<file path="src/rtl/pwm_dual_presc_pkg.sv">
package pwm_dual_presc_pkg;

    // Per-channel control field, bit 9 down to bit 0.
    typedef struct packed {
        logic       bypass;
        logic       pulse;
        logic       mode;
        logic       gate;
        logic       act;
        logic       en;
        logic [3:0] code;
    } chan_cfg_t;

    localparam int unsigned CFG_W    = $bits(chan_cfg_t);
    localparam int unsigned MAX_MULT = 1200;

    typedef enum logic [1:0] {
        CH_OFF   = 2'd0,
        CH_ARMED = 2'd1,
        CH_RUN   = 2'd2,
        CH_SHOT  = 2'd3
    } chan_state_t;

    // Divider multiple for a code; 0 marks codes with no divider (15 handled apart).
    function automatic int unsigned div_mult(input logic [3:0] code);
        case (code)
            4'd0:    return 2;
            4'd1:    return 3;
            4'd2:    return 4;
            4'd3:    return 6;
            4'd4:    return 8;
            4'd8:    return 200;
            4'd9:    return 400;
            4'd10:   return 600;
            4'd11:   return 800;
            4'd12:   return 1200;
            default: return 0;
        endcase
    endfunction

endpackage

</file>
<file path="src/rtl/pwm_presc_div.sv">
module pwm_presc_div
    import pwm_dual_presc_pkg::*;
#(
    parameter int unsigned DIV_BASE = 60
) (
    input  logic       clk,
    input  logic       rst_n,
    input  logic       run,
    input  logic [3:0] code,
    input  logic       bypass,
    output logic       tick
);
    localparam int unsigned MAX_DIV = DIV_BASE * MAX_MULT;
    localparam int unsigned PRE_W   = $clog2(MAX_DIV + 1);

    logic [PRE_W-1:0] pre_q;
    logic [PRE_W-1:0] div_m1;
    logic             div_ok;
    int unsigned      mult;

    always_comb begin
        mult = div_mult(code);
        if (bypass || code == 4'd15) begin
            div_ok = 1'b1;
            div_m1 = '0;
        end else if (mult != 0) begin
            div_ok = 1'b1;
            div_m1 = PRE_W'(DIV_BASE * mult - 1);
        end else begin
            div_ok = 1'b0;
            div_m1 = '0;
        end
    end

    assign tick = run && div_ok && (pre_q >= div_m1);

    always_ff @(posedge clk or negedge rst_n) begin
        if (!rst_n) begin
            pre_q <= '0;
        end else if (!run || !div_ok || tick) begin
            pre_q <= '0;
        end else begin
            pre_q <= pre_q + PRE_W'(1);
        end
    end

endmodule

</file>
<file path="src/rtl/pwm_chan_core.sv">
module pwm_chan_core
    import pwm_dual_presc_pkg::*;
#(
    parameter int unsigned CNT_W    = 16,
    parameter int unsigned DIV_BASE = 60
) (
    input  logic               clk,
    input  logic               rst_n,
    input  chan_cfg_t          cfg,
    input  logic               pd_wr,
    input  logic [2*CNT_W-1:0] pd_wdata,
    output logic [2*CNT_W-1:0] pd_shadow,
    output logic               ready,
    output logic               shot_done,
    output logic               pwm_o
);
    chan_state_t      state_q, state_d;
    logic [CNT_W-1:0] cnt_q, prd_q, dty_q, sh_prd_q, sh_dty_q;
    logic             pend_q, tick, counting, run_req, period_end;

    assign run_req = cfg.en && cfg.gate;

    pwm_presc_div #(.DIV_BASE(DIV_BASE)) u_presc (
        .clk    (clk),
        .rst_n  (rst_n),
        .run    (counting),
        .code   (cfg.code),
        .bypass (cfg.bypass),
        .tick   (tick)
    );

    // State register
    always_ff @(posedge clk or negedge rst_n) begin
        if (!rst_n) state_q <= CH_OFF;
        else        state_q <= state_d;
    end

    // Next-state logic
    always_comb begin
        state_d = state_q;
        unique case (state_q)
            CH_OFF:   if (run_req) state_d = cfg.mode ? CH_ARMED : CH_RUN;
            CH_ARMED: if (!run_req)       state_d = CH_OFF;
                      else if (!cfg.mode) state_d = CH_RUN;
                      else if (cfg.pulse) state_d = CH_SHOT;
            CH_RUN:   if (!run_req)       state_d = CH_OFF;
                      else if (cfg.mode)  state_d = CH_ARMED;
            CH_SHOT:  if (!run_req)       state_d = CH_OFF;
                      else if (!cfg.mode) state_d = CH_RUN;
                      else if (period_end) state_d = CH_ARMED;
        endcase
    end

    // Outputs
    always_comb begin
        counting   = (state_q == CH_RUN) || (state_q == CH_SHOT);
        period_end = tick && (cnt_q == prd_q);
        shot_done  = (state_q == CH_SHOT) && period_end && run_req && cfg.mode;
        ready      = pend_q;
        pd_shadow  = {sh_prd_q, sh_dty_q};
        if (counting && (cnt_q < dty_q)) pwm_o = cfg.act;
        else                             pwm_o = !cfg.act;
    end

    // Counter, shadow and active period/duty
    always_ff @(posedge clk or negedge rst_n) begin
        if (!rst_n) begin
            cnt_q    <= '0;
            prd_q    <= '0;
            dty_q    <= '0;
            sh_prd_q <= '0;
            sh_dty_q <= '0;
            pend_q   <= 1'b0;
        end else begin
            if (!counting)       cnt_q <= '0;
            else if (period_end) cnt_q <= '0;
            else if (tick)       cnt_q <= cnt_q + CNT_W'(1);

            if (pend_q && (!counting || period_end)) begin
                prd_q  <= sh_prd_q;
                dty_q  <= sh_dty_q;
                pend_q <= 1'b0;
            end else if (pd_wr && !pend_q) begin
                sh_prd_q <= pd_wdata[2*CNT_W-1:CNT_W];
                sh_dty_q <= pd_wdata[CNT_W-1:0];
                pend_q   <= 1'b1;
            end
        end
    end

endmodule

</file>
<file path="src/rtl/pwm_dual_presc.sv">
module pwm_dual_presc
    import pwm_dual_presc_pkg::*;
#(
    parameter int unsigned NCH          = 2,
    parameter int unsigned CNT_W        = 16,
    parameter int unsigned DIV_BASE     = 60,
    parameter int unsigned ADDR_W       = 4,
    parameter int unsigned FIELD_STRIDE = 15,
    parameter int unsigned RDY_BASE     = 28
) (
    input  logic               clk,
    input  logic               rst_n,
    input  logic               bus_en,
    input  logic               bus_we,
    input  logic [ADDR_W-1:0]  bus_addr,
    input  logic [2*CNT_W-1:0] bus_wdata,
    output logic [2*CNT_W-1:0] bus_rdata,
    output logic [NCH-1:0]     pwm_out
);
    localparam int unsigned BUS_W = 2 * CNT_W;
    localparam int unsigned IDX_W = ADDR_W - 2;

    logic [IDX_W-1:0]            widx;
    logic                        aligned, bus_wr, ctrl_wr;
    chan_cfg_t [NCH-1:0]         cfg_q;
    logic [NCH-1:0][BUS_W-1:0]   pd_shadow;
    logic [NCH-1:0]              pd_wr, ready, shot_done;
    logic [NCH-1:0]              cfg_en, cfg_gate, cfg_act, cfg_mode, cfg_pulse, cfg_bypass;
    logic [4*NCH-1:0]            cfg_code;

    assign widx    = bus_addr[ADDR_W-1:2];
    assign aligned = (bus_addr[1:0] == 2'b00);
    assign bus_wr  = bus_en && bus_we && aligned;
    assign ctrl_wr = bus_wr && (widx == '0);

    // Control register: software write wins over the hardware pulse clear
    always_ff @(posedge clk or negedge rst_n) begin
        if (!rst_n) begin
            cfg_q <= '0;
        end else begin
            for (int n = 0; n < NCH; n++) begin
                if (ctrl_wr)           cfg_q[n] <= bus_wdata[n*FIELD_STRIDE +: CFG_W];
                else if (shot_done[n]) cfg_q[n].pulse <= 1'b0;
            end
        end
    end

    generate
        for (genvar n = 0; n < NCH; n++) begin : g_ch
            assign pd_wr[n]          = bus_wr && (widx == IDX_W'(n + 1));
            assign cfg_en[n]         = cfg_q[n].en;
            assign cfg_gate[n]       = cfg_q[n].gate;
            assign cfg_act[n]        = cfg_q[n].act;
            assign cfg_mode[n]       = cfg_q[n].mode;
            assign cfg_pulse[n]      = cfg_q[n].pulse;
            assign cfg_bypass[n]     = cfg_q[n].bypass;
            assign cfg_code[4*n +: 4] = cfg_q[n].code;

            pwm_chan_core #(.CNT_W(CNT_W), .DIV_BASE(DIV_BASE)) u_core (
                .clk       (clk),
                .rst_n     (rst_n),
                .cfg       (cfg_q[n]),
                .pd_wr     (pd_wr[n]),
                .pd_wdata  (bus_wdata),
                .pd_shadow (pd_shadow[n]),
                .ready     (ready[n]),
                .shot_done (shot_done[n]),
                .pwm_o     (pwm_out[n])
            );
        end
    endgenerate

    // Read mux
    always_comb begin
        bus_rdata = '0;
        if (aligned) begin
            if (widx == '0) begin
                for (int n = 0; n < NCH; n++) begin
                    bus_rdata[n*FIELD_STRIDE +: CFG_W] = cfg_q[n];
                    bus_rdata[RDY_BASE + n]            = ready[n];
                end
            end else begin
                for (int n = 0; n < NCH; n++) begin
                    if (widx == IDX_W'(n + 1)) bus_rdata = pd_shadow[n];
                end
            end
        end
    end

endmodule

</file>
<file path="config.mk">
export PLATFORM = sky130hd
export DESIGN_NAME = pwm_dual_presc
export DESIGN_NICKNAME = d
export VERILOG_FILES = /design/src/rtl/pwm_dual_presc_pkg.sv /design/src/rtl/pwm_presc_div.sv /design/src/rtl/pwm_chan_core.sv /design/src/rtl/pwm_dual_presc.sv
export SDC_FILE = /design/constraint.sdc
export NUM_CORES = 1
export LEC_CHECK = 0
export ABC_AREA = 0
export BUFFER_PORTS_ARGS = -buffer_cell sky130_fd_sc_hd__buf_2
export CAP_MARGIN = 25
export CORE_AREA = 2 2 182 184
export CTS_CLUSTER_DIAMETER = 200
export DETAILED_ROUTE_END_ITERATION = 7
export DIE_AREA = 0 0 184 186
export HOLD_SLACK_MARGIN = 0.12
export PLACE_DENSITY = 0.65
export SLEW_MARGIN = 0
export SYNTH_ARGS = -nofsm -noshare
export SYNTH_HDL_FRONTEND = slang
export SYNTH_SLANG_ARGS = --single-unit
</file>
<file path="constraint.sdc">
create_clock -name clk -period 7.3 [get_ports clk]
set_clock_uncertainty 0.15 [all_clocks]
set_input_delay 1.46 -clock clk [delete_from_list [all_inputs] [get_ports clk]]
set_output_delay 1.46 -clock clk [all_outputs]
set_load 0.01 [all_outputs]
</file>
## Word-level counts from Yosys, hierarchy flattened

Memory sizes are Yosys's and may differ from the RTL's.
Cells that the tools add are included.

- Memories kept: 2
- Latch bits: 0
- Register bits: 220
- Word-level logic and storage cells: 182
- Bits in read-only memories: 352
- Input bits: 40
- Output and inout bits: 34
- Memory bits (writable): 0

- Order comparisons: 4
- Muxes and demuxes: 57
- Bitwise operators: 2
- $add $sub $neg: 6
- Shifts and indexed selects: 0
- Reduce and logical (&&, ||, !) cells: 57
- Divide/modulo/power cells: 0
- $mul: 2
- Equality and inequality tests: 22

Memories:

| memory | depth | bits a word | read ports | clocked after memory_dff | wr ports | line | text |
|---|---|---|---|---|---|---|---|
| (no name shown) | 16 | 11 | 1 | 0 | 0 | pwm_dual_presc_pkg.sv:26 | `case (code)` |
| (no name shown) | 16 | 11 | 1 | 0 | 0 | pwm_dual_presc_pkg.sv:26 |  |

Operator list:

| cell | number |
|---|---|
| 17-bit 2-to-1 mux | 6 |
| 16-bit 2-to-1 mux | 6 |
| 32-bit 2-to-1 mux | 3 |
| 4-bit by 32-bit multiplier with 15-bit output, first input constant | 2 |
| 32-bit nonzero test | 2 |
| 2-bit 2-to-1 mux | 22 |
| 17-bit by 1-bit adder with 17-bit output, second input constant | 2 |
| 17-bit >= comparator | 2 |
| 17-bit by 1-bit subtractor with 17-bit output, second input constant | 2 |
| 16-bit by 1-bit adder with 16-bit output, second input constant | 2 |
| 16-bit equality test | 2 |
| 16-bit less-than comparator | 2 |
| 1-bit logical AND | 25 |
| 10-bit 2-to-1 mux | 2 |
| 4-bit inequality test, second input constant | 4 |
| 2-bit one-hot mux with 4 select lines | 2 |
| 1-bit 2-to-1 mux | 14 |
| 2-bit equality test, second input constant | 5 |
| 1-bit logical OR | 10 |
| 4-bit equality test, second input constant | 2 |
| 1-bit zero test | 8 |
| 2-bit zero test | 4 |
| 4-bit AND reduction | 2 |
| 2-bit nonzero test | 4 |
| other kinds (8) | 15 |

## Depth between registers and ports, before layout

Gate-level depths: netlist of the first run.
An unclocked memory read counts as a cell.

- Depth after elaboration: 13
- Gate-level depth with buffers: 28
- Depth with buffers taken out: 25

## Hierarchy

From an unflattened synthesis of the first run, not the netlist that was laid out.

- Cell total of the unflattened synthesis: 1863
- Area, all modules: 17335.4 um2

By module, submodules not included:

| module | instances | cells an instance | area an instance (um2) | sequential area each (um2) |
|---|---|---|---|---|
| pwm_chan_core | 2 | 487 | 4884.7 | 2077.0 |
| pwm_presc_div (g_ch[1].u_core.u_presc) | 1 | 367 | 2961.6 | 425.4 |
| pwm_presc_div (g_ch[0].u_core.u_presc) | 1 | 348 | 2917.8 | 425.4 |
| pwm_dual_presc | 1 | 174 | 1686.6 | 500.5 |

## Worst setup path after synthesis of the first run

Ideal clock, no wire load.

- Path type: reg2reg
- Start: register cfg_q (netlist bit cfg_code[5])
- End: register g_ch[1].u_core.dty_q[0]
- Required time: 7022 ps
- Library setup time: 128 ps
- Cell stages (with the launch flop): 28
- Buffers on the path: 2
- Path slack: 550 ps
- Arrival time: 6473 ps
- Period minus slack after synthesis: 6750 ps
- Cell sequence: dfrtp_1 -> inv_1 -> ha_1 -> and2_1 -> o21ai_0 -> inv_1 -> fa_1 -> inv_1 -> fa_1 -> inv_1 -> ha_1 -> a211oi_2 -> and2_1 -> buf_6 -> o311ai_1 -> a311o_1 -> or4b_4 -> o311ai_2 -> a21boi_1 -> ha_1 -> nand4_1 -> nor3b_1 -> a221oi_1 -> o21a_1 -> o31ai_4 -> nand2_1 -> buf_2 -> mux2_1

- Cells in the longest elaborated chain, start to end: 10
- Elaborated cells on any way between the ends: 16
- Classes of those cells: 1 x add/sub; 1 x mul; 1 x order compare; 1 x eq/ne; 4 x mux; 7 x reduce/logical; 1 x memory

Ends and longest elaborated chain:

| item | line | text |
|---|---|---|
| from (decl) | pwm_dual_presc.sv:25 | `chan_cfg_t [NCH-1:0] cfg_q;` |
| from (signal, indexed assignment) | pwm_dual_presc.sv:42 | `if (ctrl_wr) cfg_q[n] <= bus_wdata[n*FIELD_STRIDE +: CFG_W];` |
| memory read 16 x 11 bit | n/a |  |
| 4-bit by 32-bit multiplier with 15-bit output | pwm_presc_div.sv:28 | `div_m1 = PRE_W'(DIV_BASE * mult - 1);` |
| 17-bit by 1-bit subtractor with 17-bit output | pwm_presc_div.sv:28 |  |
| 17-bit 2-to-1 mux | pwm_presc_div.sv:26 | `end else if (mult != 0) begin` |
| 17-bit 2-to-1 mux | pwm_presc_div.sv:23 | `if (bypass \|\| code == 4'd15) begin` |
| 17-bit >= comparator | pwm_presc_div.sv:35 | `assign tick = run && div_ok && (pre_q >= div_m1);` |
| 1-bit logical AND (*) | pwm_presc_div.sv:35 |  |
| 1-bit logical AND (*) | pwm_chan_core.sv:57 | `period_end = tick && (cnt_q == prd_q);` |
| 1-bit logical OR (*) | pwm_chan_core.sv:79 | `if (pend_q && (!counting \|\| period_end)) begin` |
| 1-bit logical AND (*) | pwm_chan_core.sv:79 |  |
| to (signal assigned) | pwm_chan_core.sv:81 | `dty_q <= sh_dty_q;` |
| to (decl) | pwm_chan_core.sv:18 | `logic [CNT_W-1:0] cnt_q, prd_q, dty_q, sh_prd_q, sh_dty_q;` |

Every way passes the cells marked *; elsewhere a longest branch is shown, timed or not.
A chain may end at the register's enable or synchronous reset.

## Worst setup path in the final report of the first run

- Start: register cfg_q (netlist bit cfg_code[4])
- End: register g_ch[1].u_core.dty_q[5]

The elaborated chain is that of the path after synthesis.

==> metrics.csv, run 1 <==
metric,value,unit
seq_area,5505,um^2
pre_cts_ws,0.1761,ns
grt_pass1_vias,11180,
finalNonFillerCells,2052,
core,32210,um^2
intPower,3.095,mW
start_util,47.51,%
numCtsBuffers,24,
synth.avg_cell_area,9.808,um^2
routed_wl,35270,um
cap_violations,0,
yosys-top-cells-count,"220 x dfrtp_1, 143 x inv_1, 129 x nor2_1",
clockBufferDepth,3,
grt_pass1_wl,58490,um
p_sw,1.891,mW
ys.flop_type,dfrtp_1,
synth_area_leaders,"dfrtp_1 36%, ha_1 10%, mux2_2 7.7%, fa_1 5.0%, xor2_1 3.7%",
max_stage_delay,0.56,ns
placed_cells,2006,
drc,0,
hp-class,reg -> reg,
critPathSlowestCell,or4b_4,
crit_type,reg -> reg,
ys_types,85,
synth_edf_count,0,
max_freq,146.5,MHz
grt_usage,21.13,%
diodes,0,
seq_power_share,30.2,%
final_layout_size_suffix_gt1_share,17.09,%
fin_ws,0.4720,ns
die_y,186,um
synth_area,15300,um^2
area_growth,11.98,%
gr-total-overflow,0,
cts_tree,done,
cp-start-kind,flip-flop,
nets,1828,
numPortBuffers,73,
yosysMostFrequentCell,dfrtp_1,
vdd_drop_max,153.2,uV
synthArstFlopShare,100.0,%
ant_nets,0,
synth.ff_latch_count,220,
placed_area,16150,um^2
outcome,"finished, final reports clean",
finalInstanceArea,17130,um^2
p_leak,8.389,nW
multi_input_area,9114,um^2
power_frac_clock,26.8,%
worst_slew_pin_slew,1.043,ns
whs_path_depth,1,
critPathArrivalTime,7.09,ns
rows,66,
fill_cells,2972,
routed_via_density,5.595,
dp_hpwl,26290,um
finalSetupViolCount,0,
routed-via-count,11480,
yosys_warnings,0,
drt-initial-drc-count,582,
postCtsHoldBufs,0,
grt_max_degree,134,
ios,74,
cp-end-kind,flip-flop,
cp_common_cell,inv_1,
netlist_instances,1560,
fin_crit,6.828,ns
ys_seq_area_share,35.98,%
gp_congestion,0.8377,
switching_share,37.92,%
root_buffer,clkbuf_16,
hold_violations,0,
htreeDepth,1,
slew_violations,0,
synth_top_cell_area_share,35.98,%
p_comb_share,43.0,%
route.detailed.wl_per_inst,17.19,um
clock_sinks,220,
critPathMaxFanout,32,
power_density,291.0,nW/um^2
first_pass_iters,5,
dieArea,34220,um^2
path_clk_slew,0.06,ns
synth_nets,1760,
reg2regPathDepth,26,
grt_antenna_before_repair,3,
critical_path_required,7.56,ns
clk_latency,0.54,ns
slew_headroom,30.45,%
yosysTopAreaCell,dfrtp_1,
fp.dieW,184,um
period_share,93.53,%
==> critical path: cells and delay by family (launching register included) <==
kind | cells | cell delay [ns]
adder cells (fa/ha/maj) | 5 | 1.86
buffers and inverters | 5 | 0.51
AND/OR/NAND/NOR | 7 | 1.70
AO/OA/AOI/OAI | 8 | 1.72
multiplexers | 1 | 0.34
flip-flops | 1 | 0.41
==> registers in the layout, summed over array words and instances, names as in the netlist <==
register,cells
cfg_code,8
g_ch.u_core.sh_dty_q,32
cfg_gate,2
g_ch.u_core.sh_prd_q,32
g_ch.u_core.ready,2
cfg_bypass,2
g_ch.u_core.state_q,4
cfg_pulse,2
g_ch.u_core.dty_q,32
g_ch.u_core.prd_q,32
cfg_en,2
cfg_act,2
g_ch.u_core.cnt_q,32
g_ch.u_core.u_presc.pre_q,34
cfg_mode,2
==> cell type report <==
type / instances / area share, %
Clock buffer: 31 / 3.717
Clock inverter: 11 / 1.373
Inverter: 144 / 3.155
Multi-Input combinational cell: 1140 / 53.19
Sequential cell: 220 / 32.13
Tap cell: 408 / 2.979
Timing Repair Buffer: 98 / 3.454
==> layer usage <==
layer | routed length [um] | part of all wire (%) | GRT usage (%) | vias to the layer above
met3 | 1259 | 3.6 | 2.622 | 38
met1 | 17130 | 49 | 29.76 | 5641
met4 | 514 | 1.5 | 4.352 | 4
li1 | - | - | - | 5607
met5 | 27 | 0.077 | 0 | -
met2 | 16340 | 46 | 35.11 | 191
==> power by group through the flow <==
stage               Sequential [mW]  Clock, mW  Combinational, mW
floorplan                      1.45          0               1.71
global placement               1.52          0               2.06
detailed placement             1.53          0               2.11
CTS                            1.50       1.37               2.12
global route                   1.52       1.41               2.45
finish                         1.51       1.34               2.14
==> cells by family after synthesis <==
logic type / share of synthesized area [%]
mux: 12.23
compound gates: 12.00
flops: 35.98
xor+xnor: 5.094
buf+inv: 5.143
simple gates: 14.61
fa+ha+maj: 14.95
==> through the flow <==
step                      power (mW)  hold slack [ns]  util (%)  setup TNS, ns
after detailed placement       3.634           0.3309     50.16              0
after floorplan                3.159           0.2950         -              0
after CTS                      4.991           0.3436     52.87              0
after global placement         3.580           0.3270     50.10              0
after global routing           5.393           0.3590     53.20      -0.004757
final                          4.986           0.3372     53.20              0
==> final timing paths <==
kind	startpoint	endpoint	slack, ns
min in group asynchronous	rst_n	cfg_code[3]$_DFFE_PN0P_	0.88
hold / removal	g_ch[0].u_core.dty_q[10]$_DFFE_PN0N_	g_ch[0].u_core.dty_q[10]$_DFFE_PN0N_	0.34
setup / recovery	cfg_code[4]$_DFFE_PN0P_	g_ch[1].u_core.dty_q[5]$_DFFE_PN0N_	0.47
max in group asynchronous	rst_n	g_ch[1].u_core.prd_q[1]$_DFFE_PN0N_	4.75
hold reg to reg	g_ch[0].u_core.dty_q[10]$_DFFE_PN0N_	g_ch[0].u_core.dty_q[10]$_DFFE_PN0N_	0.34
setup reg to reg	cfg_code[4]$_DFFE_PN0P_	g_ch[1].u_core.dty_q[5]$_DFFE_PN0N_	0.47
==> layout by cell type, fill, tap and decap left out, types with 4 or more instances in the layout <==
cell type,instances
a211o_1,5
a211oi_1,12
a21boi_0,7
a21o_1,22
a21oi_1,72
a22oi_1,11
a31o_2,6
a31oi_1,10
and2_1,11
and3_1,22
and4_1,6
buf_2,72
buf_4,22
bufinv_16,6
clkbuf_1,6
clkbuf_16,24
dfrtp_1,220
fa_1,38
ha_1,122
inv_1,143
mux2_1,39
mux2_2,104
mux2i_1,26
nand2_1,80
nand2b_1,10
nand3_1,49
nand4_1,29
nor2_1,129
nor2b_1,21
nor3_1,17
nor4_1,12
o2111ai_1,5
o211ai_1,5
o21a_1,11
o21ai_0,56
o21ai_1,14
or3_1,17
or4_1,4
xnor2_1,24
xor2_1,63
==> repair_timing <==
action / 4_1_cts / 5_1_grt
setup buffers: 0 / 4
setup endpoints to repair: 0 / 124
gates resized for setup: 0 / 20
Power figures use the tool's default switching activity.
==> inputs of run 2 (changes only) <==
--- a/config.mk
+++ b/config.mk
@@ -6,14 +6,13 @@
 export NUM_CORES = 1
 export LEC_CHECK = 0
 export ABC_AREA = 0
-export BUFFER_PORTS_ARGS = -buffer_cell sky130_fd_sc_hd__buf_2
-export CAP_MARGIN = 25
 export CORE_AREA = 2 2 182 184
 export CTS_CLUSTER_DIAMETER = 200
 export DETAILED_ROUTE_END_ITERATION = 7
 export DIE_AREA = 0 0 184 186
+export DONT_BUFFER_PORTS = 1
 export HOLD_SLACK_MARGIN = 0.12
-export PLACE_DENSITY = 0.65
+export PLACE_DENSITY = 0.63
 export SLEW_MARGIN = 0
 export SYNTH_ARGS = -nofsm -noshare
 export SYNTH_HDL_FRONTEND = slang
==> metrics.csv, run 2 (same netlist as run 1, synthesis figures left out) <==
metric,value,unit,change
outcome,"finished, final reports clean",,
grt_max_degree,221,,+65%
dp_hpwl,26140,um,-0.59%
fill_cells,2919,,-1.8%
start_util,47.51,%,unchanged
wl_met2,16270,um,-0.42%
cp-end-kind,flip-flop,,
whs_path_depth,1,,unchanged
critPathMaxFanout,32,,unchanged
fp.dieW,184,um,unchanged
seq_power_share,30.8,%,+0.6 points
dieArea,34220,um^2,unchanged
critical_path_required,7.55,ns,about the same
routed_via_density,5.664,,+1.2%
slew_headroom,28.41,%,-2.0 points
grt_antenna_before_repair,0,,-3
reg2regPathDepth,26,,unchanged
finalSetupViolCount,0,,unchanged
first_pass_iters,5,,unchanged
critPathArrivalTime,7.10,ns,about the same
path_clk_slew,0.06,ns,about the same
grt_pass1_wl,58080,um,-0.70%
power_density,292.9,nW/um^2,+0.64%
area_growth,9.085,%,
setup_tns,0,ns,unchanged
crit_type,reg -> reg,,
vdd_drop_max,188.2,uV,+23%
gp_congestion,0.8219,,-1.9%
drt-initial-drc-count,620,,+6.5%
slew_violations,0,,unchanged
critPathSlowestCell,or4b_4,,
layout_commonest_cell,dfrtp_1,,
route.detailed.wl_per_inst,17.76,um,+3.3%
cp_common_cell,inv_1,,
rows,66,,unchanged
fin_hold_ws,0.3379,ns,+0.0006880 ns
worst_slew_pin_slew,1.072,ns,+0.02896 ns
root_buffer,clkbuf_16,,
grt_usage,21.15,%,+0.023 points
intPower,3.016,mW,-2.6%
numPortBuffers,0,,-100%
fin_crit,6.852,ns,+0.02433 ns
largest_reg_flops,34,,unchanged
top_layer,met4,,
grt_setup_unrepaired,no,,
period_share,93.87,%,+0.33 points
hp-class,reg -> reg,,
hold_violations,0,,unchanged
largest_register,g_ch.u_core.u_presc.pre_q,,
power_frac_clock,25.9,%,-0.9 points
clockBufferDepth,3,,unchanged
final_layout_size_suffix_gt1_share,13.19,%,-3.9 points
final_cell_mix,"220 x dfrtp_1, 143 x inv_1, 129 x nor2_1",,
drc,0,,unchanged
max_stage_delay,0.56,ns,about the same
m1WireLength,16590,um,-3.1%
die_y,186,um,unchanged
routed-via-count,11200,,-2.5%
postCtsHoldBufs,0,,unchanged
nets,1752,,-4.2%
max_freq,145.9,MHz,-0.36%
p_comb_share,43.3,%,+0.3 points
clock_sinks,220,,unchanged
cp-start-kind,flip-flop,,
numCtsBuffers,25,,+4.2%
htreeDepth,1,,unchanged
grt_pass1_vias,11190,,+0.15%
ios,74,,unchanged
gr-total-overflow,0,,unchanged
p_sw,1.872,mW,-0.98%
ant_nets,0,,unchanged
p_leak,8.025,nW,-4.3%
switching_share,38.30,%,+0.38 points
cap_violations,0,,unchanged
clk_latency,0.54,ns,about the same
routed_wl,35100,um,-0.47%
ff2ff_setup_slack,0.45,ns,-0.02 ns
cts_tree,done,,
core,32210,um^2,unchanged
diodes,0,,unchanged
dr_wl_met3,1615,um,+28%
## run 2: cell count changes in the layout (fill, tap and decap cells not counted), sizes merged
| cell | change |
|---|---|
| inv | +1 |
| bufinv | -4 |
| buf | -77 |
| clkbuf | +5 |
| clkinv | +1 |
| clkinvlp | -1 |
## run 2: repair_timing
item                                    4_1_cts  5_1_grt
resized for setup                             0       21
setup buffers                                 0        4
endpoints found under the setup margin        0      108
## run 2: power by group through the flow
| stage | Sequential, mW | Combinational, mW | Clock, mW |
|---|---|---|---|
| after floorplan | 1.45 | 1.71 | 0 |
| after global placement | 1.52 | 2.02 | 0 |
| after detailed placement | 1.53 | 2.07 | 0 |
| after CTS | 1.50 | 2.08 | 1.30 |
| after global routing | 1.52 | 2.41 | 1.35 |
| final | 1.50 | 2.12 | 1.27 |
## run 2: area by class of cell
type | count | area, um^2 | area share, %
clock buffers | 36 | 716.9 | 4.295
clock inverters | 8 | 111.4 | 0.6672
inverters | 144 | 540.5 | 3.238
multi-input cells | 1140 | 9124 | 54.66
flip-flops and latches | 220 | 5505 | 32.98
well taps | 408 | 510.5 | 3.058
repair buffers | 21 | 182.7 | 1.094
## run 2: routing by layer
metal	up-vias	track usage (%)
met2	176	35.46
met3	41	3.854
met4	0	4.352
li1	5463	-
met1	5518	28.76
met5	-	0
## run 2: worst max-delay path, delay by kind of cell, from the launching register on
family | cells | cell delay (ns)
multiplexers | 1 | 0.36
adder cells (fa/ha/maj) | 5 | 1.79
AND/OR/NAND/NOR | 6 | 1.37
flip-flops | 1 | 0.41
AO/OA/AOI/OAI | 9 | 2.09
buffers and inverters | 5 | 0.52
## run 2: worst paths after layout
kind | startpoint | endpoint
min in group asynchronous | rst_n | g_ch[0].u_core.u_presc.pre_q[16]$_DFF_PN0_
max in group asynchronous | rst_n | g_ch[0].u_core.dty_q[2]$_DFFE_PN0N_
worst max-delay path | cfg_code[4]$_DFFE_PN0P_ | g_ch[1].u_core.prd_q[5]$_DFFE_PN0N_
worst min-delay path | g_ch[1].u_core.dty_q[10]$_DFFE_PN0N_ | g_ch[1].u_core.dty_q[10]$_DFFE_PN0N_
worst max register to register | cfg_code[4]$_DFFE_PN0P_ | g_ch[1].u_core.prd_q[5]$_DFFE_PN0N_
worst min register to register | g_ch[1].u_core.dty_q[10]$_DFFE_PN0N_ | g_ch[1].u_core.dty_q[10]$_DFFE_PN0N_
## run 2: through the flow
stage / util (%) / cell area, um^2 / setup slack, ns / instances / power [mW]
floorplan: - / 15300 / 0.5496 / 1560 / 3.159
global placement: 48.90 / 15750 / 0.2389 / 1929 / 3.535
detailed placement: 48.90 / 15750 / 0.1221 / 1929 / 3.596
CTS: 51.47 / 16580 / 0.06983 / 1973 / 4.884
global route: 51.83 / 16690 / 0.01872 / 1977 / 5.284
finish: 51.83 / 16690 / 0.4476 / 1977 / 4.888
==> inputs of run 3 (changes only) <==
--- a/config.mk
+++ b/config.mk
@@ -12,6 +12,7 @@
 export DIE_AREA = 0 0 184 186
 export DONT_BUFFER_PORTS = 1
 export HOLD_SLACK_MARGIN = 0.12
+export MAX_ROUTING_LAYER = met4
 export PLACE_DENSITY = 0.63
 export SLEW_MARGIN = 0
 export SYNTH_ARGS = -nofsm -noshare
==> constraint.sdc (replaced) <==
create_clock -name clk -period 7.3 [get_ports clk]
set_clock_uncertainty 0.15 [all_clocks]
set_input_delay 0.73 -clock clk [delete_from_list [all_inputs] [get_ports clk]]
set_output_delay 0.73 -clock clk [all_outputs]
set_load 0.01 [all_outputs]
==> metrics.csv, run 3 (same netlist as run 1, synthesis figures left out) <==
metric,value,unit,change
first_pass_iters,5,,unchanged
max_stage_delay,0.56,ns,about the same
slew_headroom,23.24,%,-5.2 points
gr-total-overflow,0,,unchanged
crit_type,reg -> reg,,
grt_usage,21.80,%,+0.65 points
root_buffer,clkbuf_16,,
routed-via-count,11210,,+0.080%
nets,1753,,+0.057%
top_layer,met4,,
finalSetupViolCount,0,,unchanged
cts_tree,done,,
vdd_drop_max,188.3,uV,about the same
p_leak,8.037,nW,+0.16%
routed_wl,35180,um,+0.21%
numCtsBuffers,25,,unchanged
critPathSlowestCell,or4b_4,,
slew_violations,0,,unchanged
layout_commonest_cell,dfrtp_1,,
final_cell_mix,"220 x dfrtp_1, 143 x inv_1, 129 x nor2_1",,
worst_slew_pin_slew,1.151,ns,+0.07917 ns
route.detailed.wl_per_inst,17.78,um,+0.16%
grt_antenna_before_repair,0,,unchanged
fin_crit,6.840,ns,-0.01197 ns
clk_latency,0.54,ns,about the same
fp.dieW,184,um,unchanged
rows,66,,unchanged
dr_wl_met3,1504,um,-6.9%
drc,0,,unchanged
cap_violations,0,,unchanged
final_layout_size_suffix_gt1_share,13.25,%,+0.055 points
outcome,"finished, final reports clean",,
grt_pass1_vias,11210,,+0.13%
drt-initial-drc-count,593,,-4.4%
critPathArrivalTime,7.09,ns,about the same
gp_congestion,0.8343,,+1.5%
hold_violations,0,,unchanged
dp_hpwl,26140,um,unchanged
finalInstanceArea,16720,um^2,+0.16%
period_share,93.70,%,-0.16 points
cp_common_cell,inv_1,,
path_clk_slew,0.06,ns,about the same
critical_path_required,7.55,ns,about the same
ios,74,,unchanged
power_density,294.0,nW/um^2,+0.38%
grt_setup_unrepaired,no,,
die_y,186,um,unchanged
htreeDepth,1,,unchanged
post-route-util,51.91,%,+0.085 points
dieArea,34220,um^2,unchanged
cp_top_family,compound AO/OA/AOI/OAI gates,,
wl_met2,16340,um,+0.40%
diodes,0,,unchanged
grt_pass1_wl,58110,um,about the same
largest_reg_flops,34,,unchanged
area_growth,9.265,%,
m1WireLength,16710,um,+0.70%
start_util,47.51,%,unchanged
cp.buffers_inverters,5,,unchanged
finalNonFillerCells,1978,,+0.051%
placed_area,15750,um^2,unchanged
setup_tns,0,ns,unchanged
critPathMaxFanout,32,,unchanged
cp-end-kind,flip-flop,,
largest_register,g_ch.u_core.u_presc.pre_q,,
cp-start-kind,flip-flop,,
numPortBuffers,0,,unchanged
clockBufferDepth,3,,unchanged
routed_via_density,5.666,,about the same
power,4.915,mW,+0.55%
placed_cells,1929,,unchanged
core,32210,um^2,unchanged
clock_sinks,220,,unchanged
max_freq,146.2,MHz,+0.18%
ant_nets,0,,unchanged
grt_max_degree,221,,unchanged
hp-class,in -> async,,
-- run 3: cell types whose count changed in the layout (fill, tap and decap cells not counted) --
cell    delta
buf_16     +1
-- run 3: worst paths after layout --
kind	start	endpoint	slack, ns	depth (start not counted)
max in group asynchronous	rst_n	g_ch[0].u_core.u_presc.pre_q[15]$_DFF_PN0_	6.01	1
hold reg to reg	g_ch[1].u_core.dty_q[10]$_DFFE_PN0N_	g_ch[1].u_core.dty_q[10]$_DFFE_PN0N_	0.34	1
hold / removal	rst_n	g_ch[0].u_core.u_presc.pre_q[5]$_DFF_PN0_	0.08	1
setup / recovery	cfg_code[4]$_DFFE_PN0P_	g_ch[1].u_core.dty_q[1]$_DFFE_PN0N_	0.46	26
min in group clk	bus_wdata[23]	cfg_pulse[1]$_DFFE_PN0P_	0.16	2
setup reg to reg	cfg_code[4]$_DFFE_PN0P_	g_ch[1].u_core.dty_q[1]$_DFFE_PN0N_	0.46	26
-- run 3: layer usage --
metal	track usage [%]	up-vias
li1	-	5459
met1	28.90	5549
met2	35.46	156
met3	3.737	43
met4	4.352	0
met5	-	-
-- run 3: area by class of cell --
cell class                 count  area (um^2)
multi-input combinational   1140         9124
clock buffer                  36        716.9
inverter                     144        540.5
timing repair buffer          22        210.2
clock inverter                 8        111.4
tap                          408        510.5
sequential                   220         5505
fill                        2916        15490
-- run 3: what timing repair did --
item | in CTS | in global routing
endpoints found under the hold margin | 220 | 0
buffers inserted | 0 | 4
setup endpoints to repair | 0 | 108
hold buffers | 1 | 0
gates resized for setup | 0 | 21
-- run 3: metrics by stage --
step	worst slack [ns]	hold slack (ns)
global placement	0.2389	0.2958
floorplan	0.5496	0.2844
finish	0.4596	0.08480
CTS	0.06983	0.1353
global route	0.01805	0.1459
detailed placement	0.1221	0.2978
-- run 3: report_power, final --
group	total (mW)	internal [mW]	leakage [nW]	switching (mW)
logic	2.14	0.904	4.69	1.24
clock network	1.26	0.755	0.405	0.510
registers	1.51	1.36	2.94	0.147
